[src/rtl/nand_ecc_pkg.sv]
package nand_ecc_pkg;
  localparam int unsigned DATA_W = 16;
  localparam int unsigned ADDR_W = 12;
  localparam int unsigned BIDX_W = 4;
  localparam int unsigned ECC_W  = 2 * (ADDR_W + BIDX_W);
  localparam int unsigned CNT_W  = ADDR_W + 1;

  typedef struct packed {
    logic              any;
    logic              fixable;
    logic              in_ecc;
    logic [ADDR_W-1:0] word;
    logic [BIDX_W-1:0] bidx;
  } ecc_stat_t;
endpackage

[src/rtl/nand_ecc_cnt.sv]
module nand_ecc_cnt
  import nand_ecc_pkg::*;
#(
  parameter int unsigned AW = ADDR_W,
  localparam int unsigned CW = AW + 1
) (
  input  logic          clk,
  input  logic          rst_n,
  input  logic          clr,
  input  logic          beat,
  input  logic          wide,
  input  logic [1:0]    sel,
  output logic          take,
  output logic [AW-1:0] waddr,
  output logic          done
);
  logic [CW-1:0] cnt_q;
  logic [CW-1:0] limit;

  // bytes = 512 << sel; a 16-bit bus halves the word count
  always_comb begin
    limit = wide ? (CW'(256) << sel) : (CW'(512) << sel);
  end

  assign take  = beat & ~done;
  assign waddr = cnt_q[AW-1:0];

  always_ff @(posedge clk or negedge rst_n) begin
    if (!rst_n) begin
      cnt_q <= '0;
      done  <= 1'b0;
    end else if (clr) begin
      cnt_q <= '0;
      done  <= 1'b0;
    end else if (take) begin
      cnt_q <= cnt_q + 1'b1;
      if (cnt_q + 1'b1 == limit) done <= 1'b1;
    end
  end

  a_r2_clear: assert property (@(posedge clk) disable iff (!rst_n)
    clr |=> (cnt_q == '0) && !done);
  a_r7_hold: assert property (@(posedge clk) disable iff (!rst_n)
    (done && !clr) |=> done && $stable(cnt_q));
  a_r6_rise: assert property (@(posedge clk) disable iff (!rst_n)
    $rose(done) |-> $past(take));
endmodule

[src/rtl/nand_ecc_acc.sv]
module nand_ecc_acc
  import nand_ecc_pkg::*;
#(
  parameter int unsigned DW = DATA_W,
  parameter int unsigned AW = ADDR_W,
  parameter int unsigned BW = BIDX_W,
  localparam int unsigned EW = 2 * (AW + BW),
  localparam int unsigned HALF = DW / 2
) (
  input  logic          clk,
  input  logic          rst_n,
  input  logic          clr,
  input  logic          take,
  input  logic          wide,
  input  logic [AW-1:0] waddr,
  input  logic [DW-1:0] data,
  output logic [EW-1:0] ecc
);
  logic [EW-1:0] ecc_q;
  logic [EW-1:0] ecc_d;
  logic [DW-1:0] lane;

  assign lane = wide ? data : {{(DW-HALF){1'b0}}, data[HALF-1:0]};

  always_comb begin
    ecc_d = ecc_q;
    for (int i = 0; i < DW; i++) begin
      if (lane[i]) begin
        for (int b = 0; b < BW; b++)
          ecc_d[2*b + ((i >> b) & 1)] = ~ecc_d[2*b + ((i >> b) & 1)];
        for (int a = 0; a < AW; a++)
          ecc_d[2*(BW+a) + int'(waddr[a])] = ~ecc_d[2*(BW+a) + int'(waddr[a])];
      end
    end
  end

  always_ff @(posedge clk or negedge rst_n) begin
    if (!rst_n)      ecc_q <= '0;
    else if (clr)    ecc_q <= '0;
    else if (take)   ecc_q <= ecc_d;
  end

  assign ecc = ecc_q;

  a_r3_idle_stable: assert property (@(posedge clk) disable iff (!rst_n)
    (!take && !clr) |=> $stable(ecc_q));
  a_r2_zeroed: assert property (@(posedge clk) disable iff (!rst_n)
    clr |=> (ecc_q == '0));
endmodule

[src/rtl/nand_ecc_syn.sv]
module nand_ecc_syn
  import nand_ecc_pkg::*;
#(
  parameter int unsigned AW = ADDR_W,
  parameter int unsigned BW = BIDX_W,
  localparam int unsigned NP = AW + BW,
  localparam int unsigned EW = 2 * NP
) (
  input  logic          done,
  input  logic [EW-1:0] calc,
  input  logic [EW-1:0] stored,
  output ecc_stat_t     stat
);
  logic [EW-1:0] syn;
  logic [NP-1:0] pair_diff;
  logic [NP-1:0] odd;
  logic          all_pairs;
  logic          single;

  assign syn = calc ^ stored;

  for (genvar k = 0; k < NP; k++) begin : g_pair
    assign pair_diff[k] = syn[2*k] ^ syn[2*k+1];
    assign odd[k]       = syn[2*k+1];
  end

  assign all_pairs = &pair_diff;
  assign single    = ($countones(syn) == 1);

  always_comb begin
    stat         = '0;
    stat.any     = done && (syn != '0);
    stat.fixable = done && all_pairs;
    stat.in_ecc  = done && !all_pairs && single;
    if (stat.fixable) begin
      stat.bidx = odd[BW-1:0];
      stat.word = odd[NP-1:BW];
    end
  end

  always_comb begin
    a_r10_exclusive: assert (!(stat.fixable && stat.in_ecc));
    a_r9_implies_any: assert (!(stat.fixable || stat.in_ecc) || stat.any);
  end
endmodule

[src/rtl/nand_ecc_top.sv]
module nand_ecc_top
  import nand_ecc_pkg::*;
#(
  parameter int unsigned DW = DATA_W,
  parameter int unsigned AW = ADDR_W,
  parameter int unsigned BW = BIDX_W,
  localparam int unsigned EW = 2 * (AW + BW)
) (
  input  logic          clk,
  input  logic          rst_n,
  input  logic          ecc_clr,
  input  logic          nand_cs,
  input  logic          bus_wide,
  input  logic [1:0]    page_sel,
  input  logic          s_valid,
  output logic          s_ready,
  input  logic [DW-1:0] s_data,
  input  logic [EW-1:0] ecc_stored,
  output logic [EW-1:0] ecc_code,
  output logic          page_done,
  output logic          err_any,
  output logic          err_fixable,
  output logic          err_in_ecc,
  output logic [AW-1:0] err_word,
  output logic [BW-1:0] err_bit
);
  logic          take;
  logic [AW-1:0] waddr;
  ecc_stat_t     stat;

  assign s_ready = 1'b1;

  nand_ecc_cnt #(.AW(AW)) u_cnt (
    .clk(clk), .rst_n(rst_n), .clr(ecc_clr),
    .beat(s_valid & s_ready & nand_cs),
    .wide(bus_wide), .sel(page_sel),
    .take(take), .waddr(waddr), .done(page_done)
  );

  nand_ecc_acc #(.DW(DW), .AW(AW), .BW(BW)) u_acc (
    .clk(clk), .rst_n(rst_n), .clr(ecc_clr), .take(take),
    .wide(bus_wide), .waddr(waddr), .data(s_data), .ecc(ecc_code)
  );

  nand_ecc_syn #(.AW(AW), .BW(BW)) u_syn (
    .done(page_done), .calc(ecc_code), .stored(ecc_stored), .stat(stat)
  );

  assign err_any     = stat.any;
  assign err_fixable = stat.fixable;
  assign err_in_ecc  = stat.in_ecc;
  assign err_word    = stat.word;
  assign err_bit     = stat.bidx;

  a_r12_quiet: assert property (@(posedge clk) disable iff (!rst_n)
    !page_done |-> !(err_any || err_fixable || err_in_ecc));
  a_r7_frozen: assert property (@(posedge clk) disable iff (!rst_n)
    (page_done && !ecc_clr) |=> $stable(ecc_code));
endmodule

[config.mk]
export PLATFORM = sky130hd
export DESIGN_NAME = nand_ecc_top
export DESIGN_NICKNAME = d
export VERILOG_FILES = /design/src/rtl/nand_ecc_pkg.sv /design/src/rtl/nand_ecc_cnt.sv /design/src/rtl/nand_ecc_acc.sv /design/src/rtl/nand_ecc_syn.sv /design/src/rtl/nand_ecc_top.sv
export SDC_FILE = /design/constraint.sdc
export NUM_CORES = 1
export LEC_CHECK = 0
export BUFFER_PORTS_ARGS = -buffer_cell sky130_fd_sc_hd__buf_2
export CAP_MARGIN = 25
export CELL_PAD_IN_SITES_DETAIL_PLACEMENT = 1
export CELL_PAD_IN_SITES_GLOBAL_PLACEMENT = 1
export CORE_MARGIN = 5
export CORE_UTILIZATION = 28
export DETAILED_ROUTE_END_ITERATION = 7
export HOLD_SLACK_MARGIN = 0.15
export PLACE_DENSITY = 0.63
export SYNTH_ARGS = -nofsm -noshare
export SYNTH_HDL_FRONTEND = slang
export SYNTH_SLANG_ARGS = --single-unit
[constraint.sdc]
create_clock -name clk -period 19.9 [get_ports clk]
set_clock_uncertainty 0.05 [all_clocks]
set_input_delay 3.98 -clock clk [delete_from_list [all_inputs] [get_ports clk]]
set_output_delay 3.98 -clock clk [all_outputs]
set_load 0.01 [all_outputs]
==> results_dict.tcl <==
set metrics [dict create \
    syn_nets 851 \
    clkSinkCount 46 \
    drt-wirelength-per-cell_um 17.61 \
    pwr-share-seq_pct 13.4 \
    grt_overflow 0 \
    rsz0062_at_grt "no" \
    hold_path.class "flip-flop to flip-flop" \
    max_freq_mhz 79.38 \
    clock_latency_ns 0.29 \
    fp.coreArea_mm2 0.02089 \
    grt_pass1_vias 5524 \
    finalCritPeriodShare_pct 63.30 \
    io_pins 109 \
    final_util_pct 32.32 \
    period_needed_ns 12.60 \
    die_area_mm2 0.02410 \
    max-vdd-ir-drop_v 0.0001089 \
    synthCells 726 \
    crit_path_start_kind "input port" \
    vias_per_cell 4.812 \
    worst_pin_slew_ns 0.9397 \
    drtIter0Drc 289 \
    synth_edf_count 0 \
    drv_cap 0 \
    setup_viol 0 \
    die_h_um 155.2 \
    dp.cells 1064 \
    num_rows 53 \
    status "complete, no violations" \
    drc 0 \
    grt_use_total_pct 15.67 \
    p_int_uw 424.5 \
    hold_slack_ns 0.5336 \
    gp_congestion 0.8597 \
    slew_headroom_pct 36.90 \
    hpwl_um 15180 \
    htree_num_levels 2 \
    avgSynthCellArea_um2 8.136 \
    antenna_found_initial 0 \
    regToRegSetupSlack_ns 16.89 \
    p_total_uw 832.5 \
    grt_pass1_wl_um 30330 \
    portBuffers 107 \
    layout.nets 921 \
    netlist-cell-type-count 63 \
    postCtsSetupBuffers 0 \
    path_clk_slew_ns 0.07 \
    drv_slew 0 \
    p_clk_share_pct 10.4 \
    area_growth_syn_to_layout_pct 14.28 \
    combPwrFrac_pct 76.3 \
    finalSetupTns_ns 0 \
    power.switching_uw 408.1 \
    endpoint_kind "output port" \
    wl_um 18870 \
    clock-root-buffer "clkbuf_16" \
    synth.yosys.seq_area_share_pct 19.49 \
    cts_tree "built" \
    hold_viol 0 \
    ys_seq_elements 46 \
    ant_nets 0 \
    path_class "input port to output port" \
    synthArstFlopShare_pct 100.0 \
    yosys_warnings 0 \
    cts.repair.resized 0 \
    initial_core_util_pct 28.28 \
    n_antenna_cell 0 \
    vias 5158 \
    arrival_ns 8.57 \
    cts_made_buffers 5 \
    final_cells 1072 \
    hold_buffers 0 \
    p_leak_nw 3.253 \
    die_x_um 155.2 \
    netlist_area_mm2 0.005907 \
    ys.flop_type "dfrtp_1" \
    cellPowerDensity_mw_per_mm2 123.3 \
    grt_start_max_net_pins 47 \
    drive_gt1_share_pct 15.93 \
    required_ns 15.87 \
    path_max_fanout 2 \
    switching_share_pct 49.02 \
    clockBufferDepth 2 \
    dr.pass1.iters 4 \
]
[layout by cell type (no fill, tap or decap), types with 3 or more instances in the layout]
| cell type | count |
|---|---|
| xnor3_1 | 4 |
| nor2_1 | 91 |
| nand2b_1 | 5 |
| ha_1 | 43 |
| o22ai_1 | 4 |
| a31oi_1 | 9 |
| dfrtp_1 | 46 |
| nand4_1 | 14 |
| xnor2_1 | 70 |
| a211oi_1 | 7 |
| or3_1 | 11 |
| nor2b_1 | 3 |
| a21oi_1 | 27 |
| o21a_1 | 3 |
| nand2_1 | 61 |
| fa_1 | 26 |
| nand3_1 | 13 |
| o211ai_1 | 5 |
| inv_1 | 74 |
| buf_2 | 107 |
| clkbuf_16 | 5 |
| mux2i_1 | 22 |
| nor3_1 | 7 |
| nor4_1 | 6 |
| a221o_1 | 5 |
| xor2_1 | 50 |
| and2_1 | 7 |
| o21ai_0 | 31 |
[flip-flops by register name (all words and copies together) (netlist names)]
signal,flops
u_acc.ecc,32
u_cnt.cnt_q,13
u_cnt.done,1
[per-layer routing]
metal | part of all wire (%) | up-vias | global-route usage, %
li1 | - | 2526 | -
met1 | 47 | 2508 | 21.71
met2 | 47 | 107 | 26.55
met3 | 4.0 | 17 | 1.780
met4 | 1.3 | 0 | 3.126
met5 | 0 | - | 0
[metrics by stage]
step | setup WS, ns | instance area, µm²
6_report | 7.302 | 6750
5_1_grt | 7.064 | 6750
4_1_cts | 7.279 | 6750
3_5_place_dp | 7.270 | 6604
3_3_place_gp | 7.367 | 6604
2_1_floorplan | 7.773 | 5907
[layout make-up]
| type | instances | area [µm²] |
|---|---|---|
| inverters | 75 | 281.5 |
| clock inverters | 3 | 21.27 |
| flip-flops and latches | 46 | 1151 |
| multi-input cells | 559 | 4277 |
| fillers | 2553 | 14140 |
| repair buffers | 109 | 550.5 |
| clock buffers | 5 | 125.1 |
| well taps | 275 | 344.1 |
[logic make-up (layout without fill, tap and decap cells)]
kind of cell / after synthesis / in the layout / synth area share (%)
buffers and inverters: 121 / 192 / 8.113
other: 1 / 1 / 0.06348
DFF: 46 / 46 / 19.49
AOI/OAI and AO/OA: 110 / 110 / 11.99
and+or+nand+nor: 226 / 226 / 17.31
xor gates and xnor gates: 129 / 129 / 20.97
adders and majority gates: 69 / 69 / 17.92
muxes: 24 / 24 / 4.152
[power by group through the flow]
stage	clock, mW	sequential (mW)	combinational (mW)
after detailed placement	0	0.114	0.635
after global placement	0	0.113	0.600
after global routing	0.0923	0.113	0.734
final	0.0862	0.111	0.635
after CTS	0.0887	0.112	0.639
after floorplan	0	0.109	0.470
[Yosys cell counts (2+ instances only)]
library cell  number  area (µm²)
o211ai_1           5       37.54
buf_2              8       40.04
o31ai_1            2       15.01
a221o_1            5       50.05
o21a_1             3       22.52
or3_1             11       68.82
o22ai_1            4       25.02
nor2_1            91       341.6
clkbuf_1          34       127.6
xnor2_2            2       32.53
a31oi_1            9       56.30
fa_1              26       520.5
nand2b_1           5       31.28
mux2i_1           22       220.2
nor2b_1            3       18.77
nor3_1             7       35.03
a32oi_1            2       17.52
a21oi_1           27       135.1
and3_1             2       12.51
and2_1             7       43.79
o41a_1             2       22.52
ha_1              43       538.0
nand3_1           13       65.06
nand2_1           61       229.0
xnor3_1            4       90.09
xor2_1            50       437.9
dfrtp_1           46        1151
inv_1             74       277.8
o21ai_0           31       155.2
xnor2_1           70       613.1
a211oi_1           7       52.55
nor4_1             6       37.54
nand4_1           14       87.58
[worst max-delay path: stages]
cell and delay, ns:
buf_2 0.10, xor2_1 0.43, ha_1 0.24, inv_1 0.06, fa_1 0.56, fa_1 0.46, fa_1 0.53, fa_1 0.53
fa_1 0.55, inv_1 0.04, ha_1 0.22, fa_1 0.38, o21ai_0 0.15, nand4_1 0.10, nor2_1 0.10, buf_2 0.13
[final timing paths]
path / to / from / cells after the start
max in group asynchronous: u_acc.ecc[23]$_DFFE_PN0P_ / rst_n / 2
min reg2reg: u_cnt.cnt_q[12]$_DFFE_PN0P_ / u_cnt.cnt_q[12]$_DFFE_PN0P_ / 2
min: u_cnt.cnt_q[12]$_DFFE_PN0P_ / u_cnt.cnt_q[12]$_DFFE_PN0P_ / 2
max reg2reg: u_acc.ecc[18]$_DFFE_PN0P_ / u_cnt.cnt_q[5]$_DFFE_PN0P_ / 9
max: err_in_ecc / ecc_stored[22] / 16
min in group asynchronous: u_acc.ecc[30]$_DFFE_PN0P_ / rst_n / 2
Power figures use the tool's default switching activity.
